`config.mk`:
```
export PLATFORM = sky130hd
export DESIGN_NAME = lcdc_regs
export DESIGN_NICKNAME = d
export VERILOG_FILES = /design/src/rtl/lcdc_regs.sv
export SDC_FILE = /design/constraint.sdc
export NUM_CORES = 1
export LEC_CHECK = 0
export CORE_MARGIN = 3
export CORE_UTILIZATION = 58
export CTS_BUF_LIST = sky130_fd_sc_hd__clkbuf_4 sky130_fd_sc_hd__clkbuf_8
export DETAILED_ROUTE_END_ITERATION = 12
export GPL_ROUTABILITY_DRIVEN = 0
export PLACE_DENSITY = 0.86
export SYNTH_ARGS = -nofsm -noshare
export SYNTH_HDL_FRONTEND = slang
export SYNTH_SLANG_ARGS = --single-unit
export TNS_END_PERCENT = 30
```
`constraint.sdc`:
```
create_clock -name clk -period 12.4 [get_ports clk]
set_input_delay 1.24 -clock clk [delete_from_list [all_inputs] [get_ports clk]]
set_output_delay 1.24 -clock clk [all_outputs]
set_load 0.1 [all_outputs]
```
`src/rtl/lcdc_regs.sv`:
```
module lcdc_regs #(
  parameter int DW = 32,
  parameter int SW = 5
) (
  input  logic          clk,
  input  logic          rst_n,
  input  logic [1:0]    variant,
  input  logic          req_valid,
  input  logic          req_write,
  input  logic [11:0]   req_addr,
  input  logic [DW-1:0] req_wdata,
  output logic          rd_valid,
  output logic [DW-1:0] rd_data,
  input  logic [SW-1:0] stat_set,
  output logic          pal_sel,
  output logic          pal_we,
  output logic [6:0]    pal_index,
  output logic [DW-1:0] pal_wdata,
  input  logic [DW-1:0] pal_rdata,
  output logic [10:0]   act_cols,
  output logic [10:0]   act_rows,
  output logic [2:0]    pix_depth,
  output logic          rgb_swap,
  output logic          byte_be,
  output logic          pix_be,
  output logic          disp_en
);

  localparam logic [9:0] W_UPB  = 10'd4;
  localparam logic [9:0] W_LPB  = 10'd5;
  localparam logic [9:0] W_RAW  = 10'd8;
  localparam logic [9:0] W_MSK  = 10'd9;
  localparam logic [9:0] W_CLR  = 10'd10;
  localparam logic [9:0] W_UPC  = 10'd11;
  localparam logic [9:0] W_LPC  = 10'd12;

  logic [DW-1:0] tim [4];
  logic [DW-1:0] up_base, lo_base, ctrl;
  logic [SW-1:0] imask, raw;
  logic [DW-1:0] rdata_c;

  wire        wr      = req_valid &  req_write;
  wire        rd      = req_valid & ~req_write;
  wire [9:0]  widx    = req_addr[11:2];
  wire        in_pal  = (req_addr[11:9] == 3'b001);
  wire        in_id   = (req_addr[11:5] == 7'h7F);
  wire        swapped = (variant != 2'd0);
  wire [9:0]  w_ctrl  = swapped ? 10'd6 : 10'd7;
  wire [9:0]  w_mask  = swapped ? 10'd7 : 10'd6;
  wire        hit_clr = wr && (widx == W_CLR);
  wire [SW-1:0] clr_bits = hit_clr ? req_wdata[SW-1:0] : '0;

  function automatic logic [7:0] id_byte(input logic [2:0] pos, input logic alt);
    case (pos)
      3'd0: id_byte = alt ? 8'h11 : 8'h10;
      3'd1: id_byte = 8'h11;
      3'd2: id_byte = alt ? 8'h24 : 8'h04;
      3'd3: id_byte = 8'h00;
      3'd4: id_byte = 8'h0D;
      3'd5: id_byte = 8'hF0;
      3'd6: id_byte = 8'h05;
      default: id_byte = 8'hB1;
    endcase
  endfunction

  always_ff @(posedge clk) begin
    if (!rst_n) begin
      for (int i = 0; i < 4; i++) tim[i] <= '0;
      up_base <= '0;
      lo_base <= '0;
      ctrl    <= '0;
      imask   <= '0;
    end else if (wr) begin
      if (widx < 10'd4) tim[widx[1:0]] <= req_wdata;
      if (widx == W_UPB) up_base <= req_wdata;
      if (widx == W_LPB) lo_base <= req_wdata;
      if (widx == w_ctrl) ctrl <= req_wdata;
      if (widx == w_mask) imask <= req_wdata[SW-1:0];
    end
  end

  always_ff @(posedge clk) begin
    if (!rst_n) raw <= '0;
    else        raw <= (raw & ~clr_bits) | stat_set;
  end

  always_comb begin
    rdata_c = '0;
    if (in_id) begin
      rdata_c[7:0] = id_byte(req_addr[4:2], variant == 2'd2);
    end else if (in_pal) begin
      rdata_c = pal_rdata;
    end else if (widx < 10'd4) begin
      rdata_c = tim[widx[1:0]];
    end else if (widx == W_UPB || widx == W_UPC) begin
      rdata_c = up_base;
    end else if (widx == W_LPB || widx == W_LPC) begin
      rdata_c = lo_base;
    end else if (widx == w_ctrl) begin
      rdata_c = ctrl;
    end else if (widx == w_mask) begin
      rdata_c[SW-1:0] = imask;
    end else if (widx == W_RAW) begin
      rdata_c[SW-1:0] = raw;
    end else if (widx == W_MSK) begin
      rdata_c[SW-1:0] = raw & imask;
    end
  end

  always_ff @(posedge clk) begin
    if (!rst_n) begin
      rd_valid <= 1'b0;
      rd_data  <= '0;
    end else begin
      rd_valid <= rd;
      rd_data  <= rd ? rdata_c : '0;
    end
  end

  assign pal_sel   = req_valid & in_pal;
  assign pal_we    = wr & in_pal;
  assign pal_index = req_addr[8:2];
  assign pal_wdata = req_wdata;

  assign act_cols  = {({1'b0, tim[0][7:2]} + 7'd1), 4'b0000};
  assign act_rows  = {1'b0, tim[1][9:0]} + 11'd1;
  assign pix_depth = ctrl[3:1];
  assign rgb_swap  = ctrl[8];
  assign byte_be   = ctrl[9];
  assign pix_be    = ctrl[10];
  assign disp_en   = ctrl[0] & ctrl[11];

  wire unmapped = !in_id && !in_pal && (widx > W_LPC);

  AST_READ_LATENCY: assert property (@(posedge clk) disable iff (!rst_n)
    rd |=> rd_valid);

  AST_ENABLE_ON: assert property (@(posedge clk) disable iff (!rst_n)
    (wr && widx == w_ctrl && req_wdata[0] && req_wdata[11]) |=> disp_en);

  AST_CLEAR_WORKS: assert property (@(posedge clk) disable iff (!rst_n)
    (hit_clr && req_wdata[0] && !stat_set[0]) |=> !raw[0]);

  AST_UNMAPPED_ZERO: assert property (@(posedge clk) disable iff (!rst_n)
    (rd && unmapped) |=> (rd_data == '0));

  AST_PAL_NO_SIDE: assert property (@(posedge clk) disable iff (!rst_n)
    (wr && in_pal) |=> ($stable(ctrl) && $stable(imask) && $stable(up_base)));

  AST_SET_WINS: assert property (@(posedge clk) disable iff (!rst_n)
    stat_set[0] |=> raw[0]);

endmodule

```
# Word-level counts from Yosys, hierarchy flattened
# Memories as Yosys holds them, arrays and structs flattened.
# Index checks and enable logic that the tools add are counted.
dict set report totals {
  regBits 139
  n_memories 1
  mem_bits_rw 128
}
# memory depth width rd rd_clocked_by_memory_dff write_ports line_no
set memory_table {}
lappend memory_table {tim 4 32 3 0 4 37} ;# logic [DW-1:0] tim [4];
dict set report op_classes {
  n_reduce_logical 12
  add_sub_neg 2
  mux 24
  n_lt_le_gt_ge 1
  n_bitwise 12
  n_eq_ne 18
}
# operator n
set op_table {}
lappend op_table {{2-to-1 mux 32 bit} 5}
lappend op_table {{one-hot mux 8 bit (7 select lines)} 1}
lappend op_table {{== test 10 x 4 -> 1 bit, second input constant} 5}
lappend op_table {{OR reduction 32 bit} 1}
lappend op_table {{2-to-1 mux 27 bit} 1}
lappend op_table {{2-to-1 mux 5 bit} 5}
lappend op_table {{== test 10 x 3 -> 1 bit} 2}
lappend op_table {{== test 10 x 3 -> 1 bit, second input constant} 2}
lappend op_table {{adder 10 x 1 -> 11 bit, second input constant} 1}
lappend op_table {{bitwise AND 5 bit} 2}
lappend op_table {{< comparator 10 x 3 -> 1 bit, second input constant} 1}
lappend op_table {{AND reduction 2 bit} 5}
lappend op_table {{== test 3 bit, second input constant} 3}
lappend op_table {{2-to-1 mux 1 bit} 9}
lappend op_table {{2-to-1 mux 8 bit} 1}
lappend op_table {{adder 6 x 1 -> 7 bit, second input constant} 1}
lappend op_table {{== test 7 bit, second input constant} 1}
lappend op_table {{== test 3 x 1 -> 1 bit, second input constant} 2}
lappend op_table {{== test 3 x 2 -> 1 bit, second input constant} 2}
lappend op_table {{2-to-1 mux 6 bit} 1}
lappend op_table {{bitwise AND 1 bit} 5}
lappend op_table {{inverter 5 bit} 1}
lappend op_table {{OR 5 bit} 1}
lappend op_table {{logical NOT 3 bit} 1}
lappend op_table {{7 further kinds} 10}

# Logic depth before layout (Yosys ltp)
# Gate-level depths: netlist (run 1).
dict set report logic_depth {
  depth_word 10
  mapped_depth 10
  ltp_nobuf 6
}

# Least setup slack after synthesis (run 1)
# No wires, ideal clock.
dict set report synth_timing {
  path_type {in2reg}
  startpoint {input port req_addr[9]}
  endpoint {memory tim[0][0], enable pin}
  required_ns 11.930
  path_buffers 1
  path_stages 5
  slack_ns 7.179
  setup_time_ns 0.470
  arrival_time_ns 4.751
  cell_sequence {or4_1 buf_2 nor3_4 nand2_2 o31ai_1}
}
# item line_no
set synth_rtl {}
lappend synth_rtl {{start, declared} 10} ;# input logic [11:0] req_addr,
lappend synth_rtl {{end, declared} 37}

# Final worst setup path (run 1)
dict set report layout_timing {
  startpoint {input port req_addr[5]}
  endpoint {output port pal_index[3]}
}
# item line_no
set layout_rtl {}
lappend layout_rtl {{end, declared} 17} ;# output logic [6:0] pal_index,
# No word-level cell between the ends.

==> summary.md, run 1 <==
| Metric | Value |
|---|---|
| Clock-pin slew on the worst setup and hold paths | 0.06 ns |
| Die Area | 22,800 µm² |
| PwrDens | ~130 nW/µm² |
| CP Capture Type | output port |
| Critical R2R Launch | tim[1][0] |
| Hold slack | 0.454 ns |
| Number of global-route vias before repair | 9,526 |
| Comb pwr share | 12.5% |
| Clk sinks | 267 |
| Worst EP arrival | 3.56 ns |
| First-pass GRT wire length | 50,700 µm |
| Synth top area cells | edfxtp_1 31%, dfxtp_1 23%, nand2_1 6.5% |
| Register share of total power | 49.3% |
| Final hold vios | 0 |
| Post-synthesis mux area share | under 10% |
| Final net count | 1,368 |
| IO Pins | 190 |
| Simple-Gate Fraction of Synth Area | 18.6% |
| CP Buf/Inv Count | 2 |
| Grt total ovfl | 0 |
| Worst hold path startpoint | up_base[9] |
| Total power | just under 2 mW |
| Cell variety after synth | 67 |
| Post-CTS Resized | 0 |
| Hold Buf Count CTS | 0 |
| Clk_lat worst skew | 0.55 ns |
| IR drop worst, VDD | 0.0993 mV |
| Dpl cells | 1,505 |
| Clk pwr share | between 30% and 40% |
| DRT iter0 DRCs | 1,116 |
| Finished Layout Cells | 1,582 |
| Max clock buf depth | 3 |
| Final Cycle Share | ~39% |
| Hold WC Path Type | register to register |
| CP Launch Point | req_addr[5] |
| Crit path max-delay family | buffers and inverters |
| Crit path to | pal_index[3] |
| Compound-Gate Fraction of Synth Area | 13.0% |
| DP HPWL | 20,800 µm |
| Status | finished, final reports clean |
| Final setup viols | 0 |
| Post-Synth Adder-Cell Area | 0.205% |
| CP max stage cell | clkdlybuf4s50_1 |
| Core area | 20,400 µm² |
| Clk Tree Root Cell | clkbuf_8 |
| Post-synthesis sequential area ratio | 54.3% |
| CTS H-tree lvls | 2 |
| Synth cell count leaders | 212 x nand2_1, 139 x dfxtp_1, 128 x edfxtp_1 |
| Critical Path RT | 11.16 ns |
| Net Sw Frac | 26.7% |
| Post-synth top area share | 31.5% |
| Rel. slew slack | 25.4% |
| DP Area | around 14,000 µm² |
| CP Class | primary input to output port |
| Clock buffer count from CTS | 42 |
| Die Width | 151 µm |
| Syn. warnings | 0 |
| CP Launch Type | primary input |
| Setup_tns | 0 ns |
| Max incr delay on CP | 1.28 ns |
| Initial antenna violation count | 0 |
| Post-CTS Setup Repair Bufs | 0 |
| Yosys top cell by area | edfxtp_1 |
| Post-synth EDFFs | 128 |
| Rows | 52 |
| Largest family of logic cells by synthesized area | simple AND/OR/NAND/NOR gates |
| MaxCap Viol Count | 0 |
| Initial Utilization | 59.8% |
| Total GRT Usage | 28.7% |
| Via Count | a little under 10,000 |
| Syn Inst Count | 1,159 |
| Critical Path Most Common Cell | clkdlybuf4s50_1 |
| Worst Skew | 0.0133 ns |
| Area Growth Syn to Fin | 20.3% |
| Share of cells above drive strength 1 | 11.1% |
| Leakage power | 5.12 nW |
| Core Util, Final | around 70% |
| Die height | 151 µm |
| Internal | about 1.4 mW |
| Buffers on Ports | 183 |
| Dpl ws | 7.54 ns |
| Largest fanout on the critical path | 21 |
| Cell area after layout | approximately 15,000 µm² |
| Reg-to-reg endpoint | rd_data[0] |
| DRT Wirelength | 33,300 µm |
| RSZ-0062 raised after global routing | no |
| Critical Path Stages | 2 |
| TritonCTS clock tree | done |
| Crit-path cells | clkdlybuf4s50_1 > clkdlybuf4s50_1 |
| Pre-antenna DRT Iters | 7 |
| Final Max Tran Viols | 0 |
| Switching power total | around 520 µW |
| Reg2reg path depth | 4 |
| Post-Synth XOR/XNOR Area | 0.932% |
| Synthesis-stage register bit count | 267 |
| Count leader, synth | nand2_1 |
| Most used flip-flop cell after synthesis | dfxtp_1 |
| Wire per inst | about 21 µm |
| Vias/cell | 6.17 |
| Peak Freq | 209 MHz |
| Worst-Margin Slew | 1.12 ns |
| Min Tclk post-route | 4.80 ns |
| Post-route DRC | 0 |
| Reg2Reg Setup Slack | 10.70 ns |
| Mapped Area | 12,200 µm² |
| Largest net degree at the start of global routing | 67 |
| Min setup slack post-route | 7.60 ns |
| Synth async-reset ratio | 0% |
| Ant. Diodes | 0 |
| Post-Syn Area per Cell | 10.5 µm² |
| Final ANT Viol Nets | 0 |
[kinds of logic (layout without fill, tap and decap cells)]
family | count (synthesis) | in the layout
AOI/OAI and AO/OA | 244 | 244
xor gates and xnor gates | 13 | 13
adders and majority gates | 2 | 2
buffers and inverters | 142 | 292
DFF | 267 | 267
muxes | 41 | 41
other | 1 | 4
and+or+nand+nor | 449 | 449
[power groups by stage]
stage / Combinational (mW) / Sequential, mW / Clock [mW]
after CTS: 0.242 / 0.955 / 0.745
final: 0.243 / 0.956 / 0.739
after detailed placement: 0.241 / 0.974 / 0
after floorplan: 0.162 / 0.977 / 0
after global routing: 0.252 / 0.957 / 0.782
after global placement: 0.238 / 0.972 / 0
[sequential cells by signal (all words and copies together), names as in the netlist]
signal / flops
lo_base: 32
up_base: 32
imask: 5
ctrl: 32
rd_valid: 1
rd_data: 32
raw: 5
tim: 128
[how the worst min path moves through the flow]
stage	to	slack, ns	cells past startpoint
after detailed placement	up_base[9]	0.45	2
after global routing	ctrl[7]	0.47	2
after floorplan	lo_base[1]	0.43	2
final	up_base[9]	0.45	2
after global placement	lo_base[11]	0.44	2
after CTS	up_base[9]	0.45	2
[layout by cell type (no fill, tap or decap), types with 21 or more instances in the layout]
cell type        netlist  final
edfxtp_1             128    128
nand2_1              212    212
clkdlybuf4s50_1        0    181
buf_4                 58     21
and3_1                42     42
clkbuf_8               0     47
mux4_2                31     31
dfxtp_1              139    139
nor2_1                24     23
and2_1               102    103
a21oi_1              120    120
a22oi_1               32     32
[cell type report]
class                           count  area [µm²]
Clock buffer                       65         782
Clock inverter                     12        55.1
Fill cell                        1418        5730
Inverter                           11        41.3
Multi-Input combinational cell    753        4870
Sequential cell                   267        6630
Tap cell                          270         338
Timing Repair Buffer              204        1980
[routing by layer]
metal | global-route usage [%] | wire, µm
met5 | 0 | 0
met4 | 12.1 | 1170
met3 | 6.43 | 3420
met2 | 46.9 | 16100
met1 | 37.2 | 12600
No activity file was read; power rests on OpenSTA's default activity.
==> run 2: changes to the inputs <==
--- a/config.mk
+++ b/config.mk
@@ -6,11 +6,11 @@
 export NUM_CORES = 1
 export LEC_CHECK = 0
 export CORE_MARGIN = 3
-export CORE_UTILIZATION = 58
+export CORE_UTILIZATION = 56
 export CTS_BUF_LIST = sky130_fd_sc_hd__clkbuf_4 sky130_fd_sc_hd__clkbuf_8
 export DETAILED_ROUTE_END_ITERATION = 12
 export GPL_ROUTABILITY_DRIVEN = 0
-export PLACE_DENSITY = 0.86
+export PLACE_DENSITY = 0.84
 export SYNTH_ARGS = -nofsm -noshare
 export SYNTH_HDL_FRONTEND = slang
 export SYNTH_SLANG_ARGS = --single-unit
==> constraint.sdc (replaced) <==
create_clock -name clk -period 4.5 [get_ports clk]
set_input_delay 0.45 -clock clk [delete_from_list [all_inputs] [get_ports clk]]
set_output_delay 0.45 -clock clk [all_outputs]
set_load 0.1 [all_outputs]
==> run 2 against run 1 <==
  * Sequential share of layout area shrank 0.60 points
  * Sequential power grew to 2.8 times the previous value
  * Critical path depth increased by 3
  * Register-to-register slack worse by 7.9 ns
  * Wire length is 4.0% higher
  * Clock skew increased by 0.0092 ns
  * Hold slack improved by 0.0011 ns
  * First-iteration DRC count increased by 23%
  * Die area grew 3.4%
  * Cell count rose by 1.3%
==> summary.md, run 2 (same netlist as run 1, synthesis figures left out) <==
| Metric | Value |
|---|---|
| Most common cell after layout, fill and taps aside | nand2_1 (unchanged) |
| Grt total ovfl | 0 (unchanged) |
| Via Count | 9,874 (was 9,755) |
| Ant. Diodes | 0 (unchanged) |
| MaxCap Viol Count | 0 (unchanged) |
| Worst EP arrival | 2.97 ns (was 3.56 ns) |
| Wire per inst | 21.6 µm (was 21.0 µm) |
| Number of global-route vias before repair | 9,735 (was 9,526) |
| Final hold vios | 0 (unchanged) |
| Total GRT Usage | 28.6% (was 28.7%) |
| Min Tclk post-route | 3.42 ns |
| First-pass GRT wire length | 53,900 µm (was 50,700 µm) |
| Die height | 154 µm (was 151 µm) |
| Clk Tree Root Cell | clkbuf_8 (unchanged) |
| Crit-path cells | ha_1 > nand3_1 > nor2_1 > xor2_1 > clkdlybuf4s50_1 (was clkdlybuf4s50_1 > clkdlybuf4s50_1) |
| Final net count | 1,381 (was 1,368) |
| Clock-pin slew on the worst setup and hold paths | 0.06 ns (about the same) |
| DP HPWL | 21,900 µm (was 20,800 µm) |
| Status | finished, final reports clean (unchanged) |
| RSZ-0062 raised after global routing | no (unchanged) |
| CP Class | register to output port (was primary input to output port) |
| Final Max Tran Viols | 0 (unchanged) |
| Share of cells above drive strength 1 | 12.6% (was 11.1%) |
| Final setup viols | 0 (unchanged) |
| Post-CTS Resized | 0 (unchanged) |
| Max incr delay on CP | 1.15 ns (was 1.28 ns) |
| Leakage power | 5.22 nW (was 5.12 nW) |
| Rows | 53 (was 52) |
| Vias/cell | 6.16 (was 6.17) |
| Rel. slew slack | 29.3% (was 25.4%) |
| Dpl ws | 0.922 ns (was 7.54 ns) |
| CP Launch Type | register (was primary input) |
| Met1 wire length | 13,000 µm (was 12,600 µm) |
| Clk sinks | 267 (unchanged) |
| DRT Wirelength | 34,600 µm (was 33,300 µm) |
| Critical Path RT | 4.05 ns (was 11.16 ns) |
| Final Cycle Share | 76.0% |
| Largest fanout on the critical path | 5 (was 21) |
| Pre-antenna DRT Iters | 6 (was 7) |
| Total power | 5.49 mW (was 1.94 mW) |
| Crit path max-delay family | buffers and inverters (unchanged) |
| Post-route DRC | 0 (unchanged) |
| Multi-input logic area | 4870 µm² (unchanged) |
| Worst Skew | 0.0225 ns (was 0.0133 ns) |
| CP Buf/Inv Count | 1 (was 2) |
| PwrDens | 368 nW/µm² (was 132 nW/µm²) |
| Buffers on Ports | 183 (unchanged) |
| Number of flip-flops in the largest register | 128 (unchanged) |
| Hold Buf Count CTS | 0 (unchanged) |
| Peak Freq | 292 MHz |
| Biggest register | tim (unchanged) |
| Register area | 6630 µm² (unchanged) |
| IR drop worst, VDD | 0.246 mV (was 0.0993 mV) |
| DRT iter0 DRCs | 1,369 (was 1,116) |
| Setup_tns | 0 ns (unchanged) |
| Routed wire length on met2 | 17,400 µm (was 16,100 µm) |
| Initial Utilization | 57.6% (was 59.8%) |
| Largest net degree at the start of global routing | 102 (was 67) |
| IO Pins | 190 (unchanged) |
| Worst-Margin Slew | 1.06 ns (was 1.12 ns) |
| Post-CTS Setup Repair Bufs | 0 (unchanged) |
| Die Area | 23,600 µm² (was 22,800 µm²) |
| Filler cell count | 1,513 (was 1,418) |
| Final ANT Viol Nets | 0 (unchanged) |
| Met3 routed WL | 3190 µm (was 3420 µm) |
| Commonest cells after routing, fill and taps aside | 212 x nand2_1, 181 x clkdlybuf4s50_1, 139 x dfxtp_1 (unchanged) |
| Hold WC Path Type | register to register (unchanged) |
| CP max stage cell | clkdlybuf4s50_1 (unchanged) |
| Clk_lat worst skew | 0.56 ns (was 0.55 ns) |
| CTS H-tree lvls | 2 (unchanged) |
| Max clock buf depth | 3 (unchanged) |
| Initial antenna violation count | 0 (unchanged) |
| Min setup slack post-route | 1.08 ns (was 7.60 ns) |
| CP Capture Type | output port (unchanged) |
| Core area | 21,200 µm² (was 20,400 µm²) |
| Area Growth Syn to Fin | 21.9% (was 20.3%) |
| Die Width | 154 µm (was 151 µm) |
| TritonCTS clock tree | done (unchanged) |
| Top sig layer | met4 (unchanged) |
| Clock buffer count from CTS | 43 (was 42) |
## run 2: layout make-up
type / count / share of cell area (%)
Sequential cell: 267 / 44.5
Timing Repair Buffer: 216 / 14.1
Clock inverter: 3 / 0.151
Multi-Input combinational cell: 753 / 32.7
Tap cell: 275 / 2.31
Inverter: 11 / 0.277
Clock buffer: 77 / 5.98
## run 2: path summary, 6_finish.rpt
path / startpoint / to / slack, ns / cells past startpoint
hold / removal: ctrl[22] / ctrl[22] / 0.46 / 2
setup reg to reg: tim[1][0] / rd_data[0] / 2.78 / 4
setup / recovery: tim[1][0] / act_rows[8] / 1.08 / 5
hold reg to reg: ctrl[22] / ctrl[22] / 0.46 / 2
## run 2: worst reg2reg max path, stage by stage (launching register included)
cell and delay, ns:
edfxtp_1 0.50, mux4_2 0.55, a221oi_1 0.29, o211a_1 0.21, nor4_1 0.05
## run 2: layer usage
layer	vias up	track usage [%]
li1	4390	-
met1	4772	37.7
met2	616	47.9
met3	96	4.64
met4	0	11.2
met5	-	0
## run 2: report_power, final
part	internal [mW]	switching (mW)	total, mW
clock network	1.24	0.937	2.17
logic	0.206	0.475	0.681
registers	2.60	0.0287	2.63
## run 2: per-stage QoR
step	utilization, %	cells	cell area (µm²)	hold slack, ns
global placement	65.9	1522	14000	0.438
global route	70.2	1602	14900	0.471
floorplan	-	1162	12200	0.432
finish	70.2	1602	14900	0.455
detailed placement	65.9	1522	14000	0.447
CTS	70.2	1602	14900	0.454
